File: src/rtl/xlate_pkg.sv
package xlate_pkg;
    localparam int IDX_W       = 9;
    localparam int OFF_W       = 12;
    localparam int ENTRY_W     = 64;
    localparam int BIT_PRESENT = 0;
    localparam int BIT_WRITE   = 1;
    localparam int BIT_USER    = 2;
    localparam int BIT_ACCESS  = 5;
    localparam int FRAME_LSB   = 12;

    typedef enum logic [1:0] {
        FLT_NONE   = 2'd0,
        FLT_ABSENT = 2'd1,
        FLT_PERM   = 2'd2
    } fault_e;
endpackage

File: src/rtl/xlate_permchk.sv
module xlate_permchk
    import xlate_pkg::*;
#(
    parameter int PFN_W = 40
) (
    input  logic [ENTRY_W-1:0] entry,
    input  logic               acc_write,
    input  logic               acc_user,
    output fault_e             fault,
    output logic [1:0]         rights,
    output logic [PFN_W-1:0]   frame
);
    always_comb begin
        rights = {entry[BIT_WRITE], entry[BIT_USER]};
        frame  = entry[FRAME_LSB +: PFN_W];
        if (!entry[BIT_PRESENT]) begin
            fault = FLT_ABSENT;
        end else if ((acc_write && !entry[BIT_WRITE]) || (acc_user && !entry[BIT_USER])) begin
            fault = FLT_PERM;
        end else begin
            fault = FLT_NONE;
        end
    end
endmodule

File: src/rtl/xlate_dircache.sv
module xlate_dircache #(
    parameter int DEPTH = 4,
    parameter int TAG_W = 18,
    parameter int PFN_W = 40
) (
    input  logic             clk,
    input  logic             rst_n,
    input  logic [TAG_W-1:0] lk_tag,
    output logic             lk_hit,
    output logic [PFN_W-1:0] lk_frame,
    output logic [1:0]       lk_rights,
    input  logic             ins_en,
    input  logic [TAG_W-1:0] ins_tag,
    input  logic [PFN_W-1:0] ins_frame,
    input  logic [1:0]       ins_rights
);
    localparam int PTR_W = (DEPTH > 1) ? $clog2(DEPTH) : 1;

    logic [DEPTH-1:0] vld;
    logic [TAG_W-1:0] tag_q    [DEPTH];
    logic [PFN_W-1:0] frame_q  [DEPTH];
    logic [1:0]       rights_q [DEPTH];
    logic [DEPTH-1:0] match;
    logic [PTR_W-1:0] victim;

    for (genvar g = 0; g < DEPTH; g++) begin : g_slot
        assign match[g] = vld[g] && (tag_q[g] == lk_tag);

        always_ff @(posedge clk) begin
            if (!rst_n) begin
                vld[g]      <= 1'b0;
                tag_q[g]    <= '0;
                frame_q[g]  <= '0;
                rights_q[g] <= '0;
            end else if (ins_en && (victim == PTR_W'(g))) begin
                vld[g]      <= 1'b1;
                tag_q[g]    <= ins_tag;
                frame_q[g]  <= ins_frame;
                rights_q[g] <= ins_rights;
            end
        end
    end

    always_comb begin
        lk_hit    = |match;
        lk_frame  = '0;
        lk_rights = '0;
        for (int i = DEPTH - 1; i >= 0; i--) begin
            if (match[i]) begin
                lk_frame  = frame_q[i];
                lk_rights = rights_q[i];
            end
        end
    end

    always_ff @(posedge clk) begin
        if (!rst_n) begin
            victim <= '0;
        end else if (ins_en) begin
            victim <= (victim == PTR_W'(DEPTH - 1)) ? '0 : victim + 1'b1;
        end
    end
endmodule

File: src/rtl/xlate_walker.sv
module xlate_walker
    import xlate_pkg::*;
#(
    parameter int VA_W      = 48,
    parameter int PFN_W     = 40,
    parameter int PDC_DEPTH = 4
) (
    input  logic                     clk,
    input  logic                     rst_n,
    input  logic [PFN_W-1:0]         root_pfn,
    input  logic                     req_valid,
    output logic                     req_ready,
    input  logic [VA_W-1:0]          req_vaddr,
    input  logic                     req_write,
    input  logic                     req_user,
    output logic                     mem_req_valid,
    output logic                     mem_req_write,
    output logic [PFN_W+OFF_W-1:0]   mem_req_addr,
    output logic [ENTRY_W-1:0]       mem_req_wdata,
    input  logic                     mem_rsp_valid,
    input  logic [ENTRY_W-1:0]       mem_rsp_rdata,
    output logic                     done,
    output logic [1:0]               res_fault,
    output logic [PFN_W-1:0]         res_pfn,
    output logic [PFN_W+OFF_W-1:0]   res_paddr,
    output logic [1:0]               res_perm
);
    localparam int PA_W    = PFN_W + OFF_W;
    localparam int TAG_LSB = OFF_W + 2 * IDX_W;
    localparam int TAG_W   = VA_W - TAG_LSB;
    localparam int ESZ_W   = $clog2(ENTRY_W / 8);

    typedef enum logic [1:0] {ST_IDLE, ST_FETCH, ST_MARK, ST_RESP} state_e;

    state_e              state, nxt;
    logic [1:0]          lvl;
    logic [VA_W-1:0]     va_q;
    logic                wr_q, us_q;
    logic [PFN_W-1:0]    frame_q;
    logic [1:0]          rights_q;
    logic [ENTRY_W-1:0]  leaf_q;
    logic [PA_W-1:0]     leaf_addr_q;
    logic [IDX_W-1:0]    idx;
    logic [PA_W-1:0]     entry_addr;

    logic                pdc_hit;
    logic [PFN_W-1:0]    pdc_frame;
    logic [1:0]          pdc_rights;
    logic                pdc_ins;
    logic                pdc_deny;

    fault_e              chk_fault;
    logic [1:0]          chk_rights;
    logic [PFN_W-1:0]    chk_frame;

    logic                accept;
    logic                rd_done;

    assign idx        = va_q[OFF_W + 32'(lvl) * IDX_W +: IDX_W];
    assign entry_addr = {frame_q, {OFF_W{1'b0}}} + PA_W'({idx, {ESZ_W{1'b0}}});
    assign accept     = (state == ST_IDLE) && req_valid;
    assign rd_done    = (state == ST_FETCH) && mem_rsp_valid;
    assign pdc_deny   = (req_write && !pdc_rights[1]) || (req_user && !pdc_rights[0]);
    assign pdc_ins    = rd_done && (lvl == 2'd2) && (chk_fault == FLT_NONE);

    xlate_dircache #(.DEPTH(PDC_DEPTH), .TAG_W(TAG_W), .PFN_W(PFN_W)) u_pdc (
        .clk        (clk),
        .rst_n      (rst_n),
        .lk_tag     (req_vaddr[VA_W-1:TAG_LSB]),
        .lk_hit     (pdc_hit),
        .lk_frame   (pdc_frame),
        .lk_rights  (pdc_rights),
        .ins_en     (pdc_ins),
        .ins_tag    (va_q[VA_W-1:TAG_LSB]),
        .ins_frame  (chk_frame),
        .ins_rights (rights_q & chk_rights)
    );

    xlate_permchk #(.PFN_W(PFN_W)) u_chk (
        .entry     (mem_rsp_rdata),
        .acc_write (wr_q),
        .acc_user  (us_q),
        .fault     (chk_fault),
        .rights    (chk_rights),
        .frame     (chk_frame)
    );

    // next-state selection
    always_comb begin
        nxt = state;
        unique case (state)
            ST_IDLE:  if (accept) nxt = (pdc_hit && pdc_deny) ? ST_RESP : ST_FETCH;
            ST_FETCH: if (mem_rsp_valid) begin
                          if (chk_fault != FLT_NONE) nxt = ST_RESP;
                          else if (lvl == 2'd0)      nxt = ST_MARK;
                      end
            ST_MARK:  if (mem_rsp_valid) nxt = ST_RESP;
            ST_RESP:  nxt = ST_IDLE;
        endcase
    end

    // state register
    always_ff @(posedge clk) begin
        if (!rst_n) state <= ST_IDLE;
        else        state <= nxt;
    end

    // walk datapath and result registers
    always_ff @(posedge clk) begin
        if (!rst_n) begin
            lvl         <= '0;
            va_q        <= '0;
            wr_q        <= 1'b0;
            us_q        <= 1'b0;
            frame_q     <= '0;
            rights_q    <= '0;
            leaf_q      <= '0;
            leaf_addr_q <= '0;
            res_fault   <= FLT_NONE;
            res_pfn     <= '0;
            res_paddr   <= '0;
            res_perm    <= '0;
        end else if (accept) begin
            va_q      <= req_vaddr;
            wr_q      <= req_write;
            us_q      <= req_user;
            res_fault <= (pdc_hit && pdc_deny) ? FLT_PERM : FLT_NONE;
            res_pfn   <= '0;
            res_paddr <= '0;
            res_perm  <= '0;
            if (pdc_hit) begin
                lvl      <= 2'd1;
                frame_q  <= pdc_frame;
                rights_q <= pdc_rights;
            end else begin
                lvl      <= 2'd3;
                frame_q  <= root_pfn;
                rights_q <= 2'b11;
            end
        end else if (rd_done) begin
            if (chk_fault != FLT_NONE) begin
                res_fault <= chk_fault;
            end else begin
                frame_q     <= chk_frame;
                rights_q    <= rights_q & chk_rights;
                lvl         <= lvl - 2'd1;
                leaf_q      <= mem_rsp_rdata;
                leaf_addr_q <= entry_addr;
                if (lvl == 2'd0) begin
                    res_pfn   <= chk_frame;
                    res_paddr <= {chk_frame, va_q[OFF_W-1:0]};
                    res_perm  <= rights_q & chk_rights;
                end
            end
        end
    end

    // outputs
    always_comb begin
        req_ready     = (state == ST_IDLE);
        done          = (state == ST_RESP);
        mem_req_valid = (state == ST_FETCH) || (state == ST_MARK);
        mem_req_write = (state == ST_MARK);
        mem_req_addr  = (state == ST_MARK) ? leaf_addr_q : entry_addr;
        mem_req_wdata = leaf_q | (ENTRY_W'(1) << BIT_ACCESS);
    end
endmodule

File: config.mk
export PLATFORM = sky130hd
export DESIGN_NAME = xlate_walker
export DESIGN_NICKNAME = d
export VERILOG_FILES = /design/src/rtl/xlate_pkg.sv /design/src/rtl/xlate_permchk.sv /design/src/rtl/xlate_dircache.sv /design/src/rtl/xlate_walker.sv
export SDC_FILE = /design/constraint.sdc
export NUM_CORES = 1
export LEC_CHECK = 0
export ABC_CLOCK_PERIOD_IN_PS = 7900
export BUFFER_PORTS_ARGS = -buffer_cell sky130_fd_sc_hd__clkbuf_2
export CORE_AREA = 10 10 205 207
export DETAILED_ROUTE_END_ITERATION = 10
export DIE_AREA = 0 0 215 217
export HOLD_SLACK_MARGIN = 0.05
export PLACE_DENSITY = 0.85
export REMOVE_ABC_BUFFERS = 1
export SLEW_MARGIN = 5
export SYNTH_ARGS = -nofsm -noshare
export SYNTH_HDL_FRONTEND = slang
export SYNTH_SLANG_ARGS = --single-unit
File: constraint.sdc
create_clock -name clk -period 7.9 [get_ports clk]
set_clock_uncertainty 0.15 [all_clocks]
set_input_delay 0.395 -clock clk [delete_from_list [all_inputs] [get_ports clk]]
set_output_delay 0.395 -clock clk [all_outputs]
set_load 0.005 [all_outputs]
## Word level (Yosys, flattened, before mapping)

Memory sizes are Yosys's and may differ from the RTL's.
Index checks and enable logic that the tools add are counted.

- Bitwise logic cells: 16
- Shift-type cells: 1
- Reductions and logical operators: 38
- Multiplexer cells: 60
- $mul: 1
- Eq/ne operators: 16
- Add/subtract/negate cells: 4

Operators with widths:

| kind | count |
|---|---|
| two-way mux 40 bit | 12 |
| equality test 18 bit | 4 |
| two-way mux 18 bit | 4 |
| two-way mux 2 bit | 29 |
| adder 52 x 12 -> 52 bit | 1 |
| two-way mux 52 bit | 1 |
| indexed part select 48 x 8 -> 9 bit | 1 |
| logical AND 1 bit | 17 |
| two-way mux 1 bit | 13 |
| OR 1 bit | 12 |
| equality test 2 bit (second input constant) | 5 |
| zero test 2 bit | 4 |
| case mux 2 bit (4 select lines) | 1 |
| adder 4 x 6 -> 7 bit (first input constant) | 1 |
| multiplier 2 x 4 -> 6 bit (second input constant) | 1 |
| AND reduction 3 bit | 2 |
| nonzero test 2 bit | 3 |
| equality test 2 x 1 -> 1 bit (second input constant) | 2 |
| zero test 1 bit | 4 |
| inequality test 2 x 1 -> 1 bit (second input constant) | 2 |
| inequality test 2 bit (second input constant) | 2 |
| AND reduction 2 bit | 2 |
| AND reduction 4 bit | 1 |
| OR reduction 4 bit | 1 |
| 7 further kinds | 11 |

- Logic and storage cells: 157
- Output and inout bits: 216
- RAM bits: 240
- Register bits after elaboration: 314
- Memories: 3
- Input bits: 158

Memories:

| memory | words | bits a word | read ports | clocked after memory_dff | wr ports | RTL line | RTL |
|---|---|---|---|---|---|---|---|
| u_pdc.frame_q | 4 | 40 | 4 | 0 | 4 | xlate_dircache.sv:21 | `logic [PFN_W-1:0] frame_q [DEPTH];` |
| u_pdc.tag_q | 4 | 18 | 4 | 0 | 4 | xlate_dircache.sv:20 | `logic [TAG_W-1:0] tag_q [DEPTH];` |
| u_pdc.rights_q | 4 | 2 | 4 | 0 | 4 | xlate_dircache.sv:22 | `logic [1:0] rights_q [DEPTH];` |

## Logic depth before layout (Yosys ltp)

Gate-level depths: netlist (run 1).
An unclocked memory read counts as a cell.

- Word-level depth: 14
- Depth in mapped cells: 10
- Gate-level depth less buffers: 9

## Modules after synthesis

From an unflattened synthesis (run 1), not the netlist that was laid out.

- Cell total of the unflattened synthesis: 2344
- Area total of the unflattened synthesis: 23287.3 um^2

Modules (own cells, without submodules):

| module | area each (um^2) | seq. area each (um^2) | instances | cells each |
|---|---|---|---|---|
| xlate_walker | 11691.2 | 5285.1 | 1 | 1405 |
| xlate_dircache | 11255.8 | 7327.0 | 1 | 893 |
| xlate_permchk | 340.3 | 0.0 | 1 | 46 |

## Worst setup path after synthesis (run 1)

No wires, ideal clock.

- Path kind: flip-flop to flip-flop
- Start point: reg lvl[0]
- End point: mem u_pdc.frame_q[3][0] (enable)
- Stages on the path, launching flop included: 8
- Path buffers: 2
- Library setup time: 666 ps
- Period minus slack after synthesis: 3320 ps
- Path slack: 4580 ps
- Arrival: 2504 ps
- Required time: 7084 ps
- Cell sequence: dfxtp_1 > buf_1 > inv_1 > ha_1 > and2_1 > buf_2 > nand2_1 > nand2_1

RTL lines:

| what | RTL line | RTL |
|---|---|---|
| start, declared | xlate_walker.sv:36 | `logic [1:0] lvl;` |
| start signal, assigned | xlate_walker.sv:146 | `lvl <= lvl - 2'd1;` |
| end, declared | xlate_dircache.sv:21 |  |

## Worst setup path after layout (run 1)

- Start point: reg state[0]
- End point: reg frame_q[7]

- Longest elaborated chain between the ends: 4
- Elaborated cells on any way between the ends: 8
- Classes of those cells: eq/ne: 2; mux: 1; reduce/logical: 5

Ends and longest elaborated chain:

| what | RTL line | RTL |
|---|---|---|
| start, declared | xlate_walker.sv:35 | `state_e state, nxt;` |
| start signal, assigned | xlate_walker.sv:105 | `else state <= nxt;` |
| zero test 2 bit / equality test 2 x 1 -> 1 bit (equally long branches) | xlate_walker.sv:61, xlate_walker.sv:62 |  |
| logical AND 1 bit (on tied branches) | xlate_walker.sv:61, xlate_walker.sv:62 |  |
| inequality test 2 bit (no source line) / nonzero test 2 bit (equally long branches) | - |  |
| AND reduction 2 bit (no source line) | - |  |
| end signal, assigned | xlate_walker.sv:133 | `frame_q <= pdc_frame;` |
| end signal, assigned | xlate_walker.sv:137 | `frame_q <= root_pfn;` |
| end signal, assigned | xlate_walker.sv:144 | `frame_q <= chk_frame;` |
| end, declared | xlate_walker.sv:39 | `logic [PFN_W-1:0] frame_q;` |

Parallel ways exist; a longest one is shown, timed or not.
A chain may end at the register's enable or synchronous reset.

==> impl_metrics.xml, run 1 <==
<?xml version="1.0" encoding="UTF-8"?>
<metrics>
  <group name="timing">
    <metric name="final_max_slew_viol_count" unit="">0</metric>
    <metric name="finalSetupViolations" unit="">0</metric>
    <metric name="fin_setup_tns" unit="ns">0</metric>
    <metric name="worst_slack" unit="ns">3.89</metric>
    <metric name="setup_repair_after_global_routing_missed_its_margin" unit="">false</metric>
    <metric name="max_freq" unit="MHz">250</metric>
    <metric name="finalCriticalPeriod" unit="ns">4.01</metric>
    <metric name="slew_headroom" unit="%">16.2</metric>
    <metric name="worstMarginPinSlew" unit="ns">1.25</metric>
    <metric name="final_worst_path_cycle_share" unit="%">50.7</metric>
    <metric name="timing_hold_violations_final" unit="">0</metric>
  </group>
  <group name="global_route">
    <metric name="number_of_global_route_vias_before_repair" unit="">18847</metric>
    <metric name="globalRouteTotalUtil" unit="%">28.5</metric>
    <metric name="maximum_number_of_pins_on_one_net_before_global_route_repair" unit="">105</metric>
    <metric name="first_pass_grt_wire_length" unit="um">106000</metric>
    <metric name="globalRouteOverflowTotal" unit="">0</metric>
    <metric name="initial_antenna_violation_count" unit="">5</metric>
  </group>
  <group name="drt">
    <metric name="via_count" unit="">18402</metric>
    <metric name="drt_wl_cell" unit="um">21.8</metric>
    <metric name="total_wire_length_after_detailed_routing" unit="um">68900</metric>
    <metric name="first_pass_iters" unit="">6</metric>
    <metric name="detail-route-antenna-nets" unit="">0</metric>
    <metric name="remaining_drc_errors" unit="">0</metric>
    <metric name="vias_per_cell" unit="">5.82</metric>
    <metric name="drt_iter0_markers" unit="">1517</metric>
  </group>
  <group name="clocking">
    <metric name="clkLatencyLatePin" unit="ns">0.59</metric>
    <metric name="cts-root-to-sink-buffers" unit="">3</metric>
    <metric name="clk_transition_reported_paths" unit="ns">0.06</metric>
    <metric name="cts.htree.levels" unit="">2</metric>
    <metric name="cts.repair_timing.setup_buffer_count" unit="">0</metric>
    <metric name="tritoncts_clock_tree" unit="">built</metric>
    <metric name="post_cts_hold_buffer_count" unit="">112</metric>
    <metric name="clock_sinks" unit="">510</metric>
    <metric name="cts-resized-gates" unit="">0</metric>
    <metric name="number_of_buffers_inserted_during_clock_tree_synthesis" unit="">51</metric>
    <metric name="clk_root_buffer_cell" unit="">clkbuf_16</metric>
  </group>
  <group name="placement">
    <metric name="port_buffers" unit="">368</metric>
    <metric name="place_worst_setup_slack" unit="ns">3.97</metric>
    <metric name="dp_hpwl" unit="um">39200</metric>
    <metric name="gpl.final_weighted_congestion" unit="">0.866</metric>
    <metric name="placed_area" unit="um^2">24500</metric>
  </group>
  <group name="synth">
    <metric name="asyncSetResetFlopFracSynth" unit="%">0</metric>
    <metric name="yosysWarningCount" unit="">0</metric>
    <metric name="synth.yosys.seq_area_share" unit="%">55.1</metric>
    <metric name="syn-instance-count" unit="">2267</metric>
    <metric name="synthFlopType" unit="">dfxtp_1</metric>
    <metric name="synth_fa_ha_area_share" unit="%">0.546</metric>
    <metric name="post_synth_xor_area_fraction" unit="%">3.24</metric>
    <metric name="yosys.area_share.simple" unit="%">19.1</metric>
    <metric name="synth-seq-cells" unit="">510</metric>
    <metric name="synth.avg_cell_area" unit="um^2">10.1</metric>
    <metric name="synth-edff-count" unit="">240</metric>
    <metric name="synth_top_family_by_area" unit="">simple AND/OR/NAND/NOR gates</metric>
    <metric name="synth_mux_area_share" unit="%">5.09</metric>
    <metric name="mappedNetlistArea" unit="um^2">22900</metric>
    <metric name="complex_gate_fraction_of_the_synthesized_area" unit="%">11.8</metric>
    <metric name="synth.lib_cells_used.distinct" unit="">57</metric>
  </group>
  <group name="outcome">
    <metric name="outcome" unit="">complete, no violations</metric>
  </group>
  <group name="power_and_ir_drop">
    <metric name="leakage" unit="nW">11.1</metric>
    <metric name="power.ir.vdd_worst" unit="uV">181</metric>
    <metric name="pwr_density_cell" unit="nW/um^2">254</metric>
  </group>
  <group name="die">
    <metric name="fp-row-count" unit="">72</metric>
    <metric name="floorplan.die_area" unit="um^2">46700</metric>
    <metric name="die-height" unit="um">217</metric>
    <metric name="floorplan.io_pins" unit="">374</metric>
    <metric name="die_outline_width" unit="um">215</metric>
    <metric name="core_box_area" unit="um^2">38100</metric>
    <metric name="effective_utilization_at_floorplan" unit="%">60.1</metric>
  </group>
  <group name="hold_path">
    <metric name="holdCritPathClass" unit="">in2reg</metric>
  </group>
  <group name="critical_path">
    <metric name="critical_path_required" unit="ns">8.20</metric>
    <metric name="startpoint_type" unit="">flip-flop</metric>
    <metric name="critical_path_arrival" unit="ns">4.30</metric>
    <metric name="end_kind" unit="">flip-flop</metric>
    <metric name="critPathMaxFanout" unit="">54</metric>
    <metric name="worst_setup_path_type" unit="">reg2reg</metric>
  </group>
  <group name="run">
    <metric name="maxCapViolCount" unit="">0</metric>
  </group>
  <group name="cells_and_area">
    <metric name="fin_nets" unit="">2770</metric>
    <metric name="layout-drive-gt1-share" unit="%">21.3</metric>
    <metric name="final_cell_area" unit="um^2">27400</metric>
    <metric name="syn2layout_area_growth" unit="%">19.6</metric>
  </group>
</metrics>
==> cell usage in the layout, fill, tap and decap left out, types with 49 or more instances in the layout <==
cell and instances:
nand2_1 521, clkbuf_2 367, dfxtp_1 270, edfxtp_1 240, and2_1 234, a21oi_1 138
dlygate4sd3_1 112, a21boi_0 102, a21boi_1 60, clkbuf_16 56, nor2_1 53, xnor2_1 50
nand3_1 50, mux2_2 49
==> cells in the mapped netlist, drive strengths merged, types with 2 or more instances <==
master / instances / area (um^2)
a211oi: 41 / 308
a21boi: 162 / 1220
a21o: 5 / 37.5
a21oi: 138 / 691
a311o: 2 / 20.0
a31oi: 5 / 37.5
and2: 236 / 1480
and3: 14 / 90.1
buf: 119 / 732
clkbuf: 99 / 372
conb: 2 / 7.51
dfxtp: 270 / 5410
edfxtp: 240 / 7210
ha: 10 / 125
inv: 11 / 41.3
mux2: 49 / 552
mux2i: 41 / 410
mux4: 9 / 203
nand2: 532 / 2000
nand2b: 3 / 18.8
nand3: 50 / 250
nand4: 24 / 156
nand4b: 3 / 41.3
nor2: 55 / 206
nor2b: 2 / 12.5
nor3: 6 / 35.0
nor4: 5 / 37.5
nor4b: 2 / 32.5
o211ai: 40 / 300
o21a: 2 / 15.0
o21ai: 8 / 43.8
xnor2: 57 / 586
xor2: 17 / 156
==> cells by family after synthesis <==
| logic type | count (synthesis) |
|---|---|
| adder cells (fa/ha/maj) | 10 |
| other | 2 |
| AND/OR/NAND/NOR | 935 |
| AO/OA/AOI/OAI | 407 |
| XOR/XNOR | 74 |
| flip-flops | 510 |
| buffers and inverters | 230 |
| multiplexers | 99 |
==> report_power, final <==
group | internal, W | switching [W]
logic | 0.000523 | 0.000817
registers | 0.00297 | 0.000170
clock network | 0.00145 | 0.00103
total | 0.00495 | 0.00201
==> per-stage QoR <==
| step | total power [W] | hold slack [ns] | utilization, % | instances |
|---|---|---|---|---|
| after detailed placement | 0.00446 | 0.294 | 64.4 | 2955 |
| after global placement | 0.00441 | 0.283 | 64.4 | 2955 |
| after floorplan | 0.00386 | 0.276 | - | 2050 |
| after global routing | 0.00722 | 0.0906 | 71.9 | 3163 |
| final | 0.00696 | 0.0790 | 71.9 | 3164 |
| after CTS | 0.00696 | 0.0616 | 71.9 | 3162 |
==> registers in the layout, indices dropped and copies added, names as in the netlist, 2 cells and up <==
name	flops
res_pfn	40
frame_q	40
u_pdc.tag_q	72
res_paddr	12
leaf_addr_q	49
u_pdc.rights_q	8
res_perm	2
u_pdc.victim	2
u_pdc.frame_q	160
res_fault	2
leaf_q	63
u_pdc.vld	4
va_q	48
lvl	2
rights_q	2
state	2
==> routing by layer <==
metal  vias up  track usage, %  part of all wire [%]
met5         -               0                 0.059
met3       177            6.44                   9.1
li1       8349               -                     -
met2       950            49.9                    50
met1      8920            33.4                    37
met4         6            11.8                   3.3
==> final cells by class <==
| cell class | instances | area, um^2 |
|---|---|---|
| timing repair buffer | 499 | 3110 |
| clock buffer | 84 | 1610 |
| antenna | 2 | 5.00 |
| inverter | 11 | 41.3 |
| clock inverter | 11 | 110 |
| multi-input combinational | 1529 | 9260 |
| sequential | 510 | 12600 |
| tap | 518 | 648 |
| fill | 2583 | 10700 |
==> path summary, 6_finish.rpt <==
| path | slack [ns] | start | cells past startpoint | end |
|---|---|---|---|---|
| worst max-delay path | 3.89 | state[0] | 8 | frame_q[7] |
| worst min-delay path | 0.08 | req_vaddr[37] | 3 | va_q[37] |
| worst max register to register | 3.89 | state[0] | 8 | frame_q[7] |
| worst min register to register | 0.31 | leaf_addr_q[24] | 2 | leaf_addr_q[24] |
==> worst max-delay path, stage by stage, from the launching register on <==
cell,delay (ns)
dfxtp_1,0.34
inv_1,0.15
ha_1,0.34
and2_2,0.20
buf_4,0.54
nand4_1,1.14
buf_4,0.65
o211ai_1,0.26
a21oi_1,0.08
Power figures use the tool's default switching activity.
==> inputs of run 2 (changes only) <==
--- a/config.mk
+++ b/config.mk
@@ -5,13 +5,13 @@
 export SDC_FILE = /design/constraint.sdc
 export NUM_CORES = 1
 export LEC_CHECK = 0
-export ABC_CLOCK_PERIOD_IN_PS = 7900
+export ABC_CLOCK_PERIOD_IN_PS = 4000
 export BUFFER_PORTS_ARGS = -buffer_cell sky130_fd_sc_hd__clkbuf_2
-export CORE_AREA = 10 10 205 207
+export CORE_AREA = 10 10 212 214
 export DETAILED_ROUTE_END_ITERATION = 10
-export DIE_AREA = 0 0 215 217
+export DIE_AREA = 0 0 222 224
 export HOLD_SLACK_MARGIN = 0.05
-export PLACE_DENSITY = 0.85
+export PLACE_DENSITY = 0.8
 export REMOVE_ABC_BUFFERS = 1
 export SLEW_MARGIN = 5
 export SYNTH_ARGS = -nofsm -noshare
==> constraint.sdc (replaced) <==
create_clock -name clk -period 4 [get_ports clk]
set_clock_uncertainty 0.15 [all_clocks]
set_input_delay 0.2 -clock clk [delete_from_list [all_inputs] [get_ports clk]]
set_output_delay 0.2 -clock clk [all_outputs]
set_load 0.005 [all_outputs]
==> run 2 against run 1 <==
Critical path depth increased by 2. Hold slack gained 0.048 ns. Routed wire length increased by 0.52%. Worst setup slack worse by 3.4 ns. Cell count up 2.3%. Flip-flop and latch count unchanged. Maximum frequency up 15%. Critical endpoint is now res_fault[1].
==> impl_metrics.xml, run 2 (synthesis results as in run 1) <==
<?xml version="1.0" encoding="UTF-8"?>
<metrics>
  <group name="critical_path">
    <metric name="r2r_setup_slack" unit="ns">0.52</metric>
    <metric name="critical_path_required" unit="ns">4.33</metric>
    <metric name="cp_top_family" unit="">buffers and inverters</metric>
    <metric name="critical_path_arrival" unit="ns">3.81</metric>
    <metric name="worst_reg_to_reg_cells" unit="">10</metric>
    <metric name="slowest_delay" unit="ns">0.57</metric>
    <metric name="worst_setup_path_type" unit="">reg2reg</metric>
    <metric name="critical_path.cell_chain" unit="">xor2_1 -&gt; nor4_1 -&gt; nand3_1 -&gt; nor3_4 -&gt; buf_4 -&gt; a311o_1 -&gt; a31oi_2 -&gt; a2bb2oi_2 -&gt; o32ai_1 -&gt; dlygate4sd3_1</metric>
    <metric name="path_buf_inv" unit="">2</metric>
    <metric name="critPathMaxFanout" unit="">40</metric>
    <metric name="critical_path.slowest_cell" unit="">dlygate4sd3_1</metric>
    <metric name="reg2reg_to" unit="">res_fault[1]</metric>
    <metric name="end_kind" unit="">flip-flop</metric>
    <metric name="regToRegStartpoint" unit="">u_pdc.tag_q[1][9]</metric>
    <metric name="startpoint_type" unit="">flip-flop</metric>
  </group>
  <group name="global_route">
    <metric name="grtUsageMet2" unit="%">47.2</metric>
    <metric name="initial_antenna_violation_count" unit="">5</metric>
    <metric name="first_pass_grt_wire_length" unit="um">106000</metric>
    <metric name="met1_usage" unit="%">31.0</metric>
    <metric name="number_of_global_route_vias_before_repair" unit="">19164</metric>
    <metric name="grt_util_met3" unit="%">5.38</metric>
    <metric name="maximum_number_of_pins_on_one_net_before_global_route_repair" unit="">194</metric>
    <metric name="globalRouteTotalUtil" unit="%">26.7</metric>
    <metric name="grt.busiest_layer" unit="">met2</metric>
    <metric name="globalRouteOverflowTotal" unit="">0</metric>
  </group>
  <group name="drt">
    <metric name="drt_iter0_markers" unit="">1532</metric>
    <metric name="first_pass_iters" unit="">5</metric>
    <metric name="total_wire_length_after_detailed_routing" unit="um">69300</metric>
    <metric name="via_count" unit="">18611</metric>
    <metric name="drt_wl_cell" unit="um">21.4</metric>
    <metric name="vias_per_cell" unit="">5.75</metric>
    <metric name="detail-route-antenna-nets" unit="">0</metric>
    <metric name="remaining_drc_errors" unit="">0</metric>
  </group>
  <group name="clocking">
    <metric name="cts.htree.levels" unit="">2</metric>
    <metric name="tritoncts_clock_tree" unit="">built</metric>
    <metric name="cts.repair_timing.setup_buffer_count" unit="">0</metric>
    <metric name="clk_transition_reported_paths" unit="ns">0.06</metric>
    <metric name="number_of_buffers_inserted_during_clock_tree_synthesis" unit="">53</metric>
    <metric name="cts-root-to-sink-buffers" unit="">3</metric>
    <metric name="clk_root_buffer_cell" unit="">clkbuf_16</metric>
    <metric name="clock_sinks" unit="">510</metric>
    <metric name="cts-resized-gates" unit="">0</metric>
    <metric name="clkLatencyLatePin" unit="ns">0.60</metric>
  </group>
  <group name="die">
    <metric name="fp-row-count" unit="">74</metric>
    <metric name="die_outline_width" unit="um">222</metric>
    <metric name="floorplan.io_pins" unit="">374</metric>
    <metric name="floorplan.die_area" unit="um^2">49700</metric>
    <metric name="effective_utilization_at_floorplan" unit="%">56.5</metric>
    <metric name="core_box_area" unit="um^2">40600</metric>
    <metric name="die-height" unit="um">224</metric>
  </group>
  <group name="timing">
    <metric name="worstMarginPinSlew" unit="ns">1.10</metric>
    <metric name="timing_hold_violations_final" unit="">0</metric>
    <metric name="finalSetupViolations" unit="">0</metric>
    <metric name="max_freq" unit="MHz">288</metric>
    <metric name="slew_headroom" unit="%">26.8</metric>
    <metric name="final_max_slew_viol_count" unit="">0</metric>
    <metric name="final_worst_path_cycle_share" unit="%">86.9</metric>
    <metric name="setup_repair_after_global_routing_missed_its_margin" unit="">false</metric>
    <metric name="fin_setup_tns" unit="ns">0</metric>
    <metric name="finalCriticalPeriod" unit="ns">3.48</metric>
  </group>
  <group name="power_and_ir_drop">
    <metric name="p_switching" unit="W">0.00400</metric>
    <metric name="power.ir.vdd_worst" unit="uV">386</metric>
    <metric name="power.clock.fraction" unit="%">36.3</metric>
    <metric name="power_switching_share" unit="%">28.7</metric>
    <metric name="internal-power" unit="W">0.00994</metric>
    <metric name="pwr_density_cell" unit="nW/um^2">498</metric>
    <metric name="leakage" unit="nW">11.4</metric>
    <metric name="power.combinational.fraction" unit="%">19.6</metric>
    <metric name="power.sequential.fraction" unit="%">44.2</metric>
  </group>
  <group name="placement">
    <metric name="gpl.final_weighted_congestion" unit="">0.842</metric>
    <metric name="dp_hpwl" unit="um">40100</metric>
    <metric name="placed_area" unit="um^2">24700</metric>
    <metric name="port_buffers" unit="">368</metric>
  </group>
  <group name="cells_and_area">
    <metric name="final_cell_area" unit="um^2">28000</metric>
    <metric name="fill_cells" unit="">2855</metric>
    <metric name="multiInputGateArea" unit="um^2">9260</metric>
    <metric name="most_frequent_cells_in_the_layout" unit="">nand2_1 (521), clkbuf_2 (367), dfxtp_1 (270)</metric>
    <metric name="largest_register_ffs" unit="">160</metric>
    <metric name="layout-drive-gt1-share" unit="%">21.1</metric>
    <metric name="largest_registers_ranked_by_flip_flop_count" unit="">u_pdc.frame_q x160, u_pdc.tag_q x72, leaf_q x63</metric>
    <metric name="register_name_with_the_most_flops" unit="">u_pdc.frame_q</metric>
    <metric name="syn2layout_area_growth" unit="%">22.4</metric>
    <metric name="final_common_cell" unit="">nand2_1</metric>
    <metric name="fin_nets" unit="">2822</metric>
    <metric name="sequential_cell_area" unit="um^2">12600</metric>
  </group>
  <group name="hold_path">
    <metric name="worst_hold_path.endpoint" unit="">frame_q[9]</metric>
    <metric name="hold_path_startpoint" unit="">root_pfn[9]</metric>
    <metric name="hold-path-cell-count" unit="">5</metric>
    <metric name="holdCritPathClass" unit="">in2reg</metric>
  </group>
  <group name="outcome">
    <metric name="outcome" unit="">complete, no violations</metric>
  </group>
  <group name="run">
    <metric name="maxCapViolCount" unit="">0</metric>
  </group>
</metrics>
-- run 2: changes by cell type in the layout (fill, tap and decap cells not counted), sizes merged --
cell / delta
clkinv: +17
dlygate4sd3: +45
bufinv: +4
inv: -3
clkbuf: -13
diode: +3
buf: +5
-- run 2: worst max-delay path by stage --
| stage | from | endpoint | slack [ns] | cells past startpoint |
|---|---|---|---|---|
| after floorplan | state[1] | leaf_addr_q[23] | -1.33 | 7 |
| after global routing | u_pdc.tag_q[1][9] | res_fault[1] | 0.43 | 10 |
| after detailed placement | state[1] | u_pdc.frame_q[3][29] | 0.93 | 8 |
| after CTS | u_pdc.tag_q[1][9] | res_fault[1] | 0.61 | 10 |
| after global placement | state[1] | u_pdc.frame_q[3][36] | 1.00 | 8 |
| final | u_pdc.tag_q[1][9] | res_fault[1] | 0.52 | 10 |
-- run 2: layout make-up --
class | count | share of cell area, %
repair buffers | 549 | 13.1
clock inverters | 29 | 1.04
multi-input cells | 1529 | 33.0
diodes | 5 | 0.0446
flip-flops and latches | 510 | 45.0
inverters | 11 | 0.147
well taps | 532 | 2.38
clock buffers | 71 | 5.30
-- run 2: repair_timing --
item	4_1_cts	5_1_grt
hold buffers	157	0
endpoints found under the hold margin	377	0
setup endpoints to repair	0	0
-- run 2: per-stage QoR --
step	instances	power [W]	utilization, %	worst slack (ns)	hold slack (ns)
4_1_cts	3231	0.0140	69.1	0.611	0.0788
2_1_floorplan	2050	0.00763	-	-1.33	0.165
6_report	3236	0.0139	69.1	0.524	0.127
5_1_grt	3236	0.0145	69.1	0.426	0.157
3_5_place_dp	2974	0.00882	60.8	0.931	0.281
3_3_place_gp	2974	0.00871	60.8	1.00	0.272
-- run 2: layer usage --
layer | wire length, um | share of wire [%]
met2 | 35300 | 51
met4 | 2380 | 3.4
met5 | 0 | 0
met3 | 5740 | 8.3
met1 | 25900 | 37
-- run 2: power by group through the flow --
stage	sequential (W)	combinational (W)	clock, W
floorplan	0.00620	0.00143	0
global placement	0.00623	0.00248	0
detailed placement	0.00626	0.00257	0
CTS	0.00615	0.00271	0.00510
global route	0.00620	0.00296	0.00529
finish	0.00616	0.00273	0.00506
-- run 2: worst reg2reg max path: cells and delay by family, from the launching register on --
| family | cells | cell delay, ns |
|---|---|---|
| DFF | 1 | 0.38 |
| xor gates and xnor gates | 1 | 0.20 |
| buffers and inverters | 2 | 1.04 |
| AOI/OAI and AO/OA | 4 | 0.66 |
| and+or+nand+nor | 3 | 0.94 |
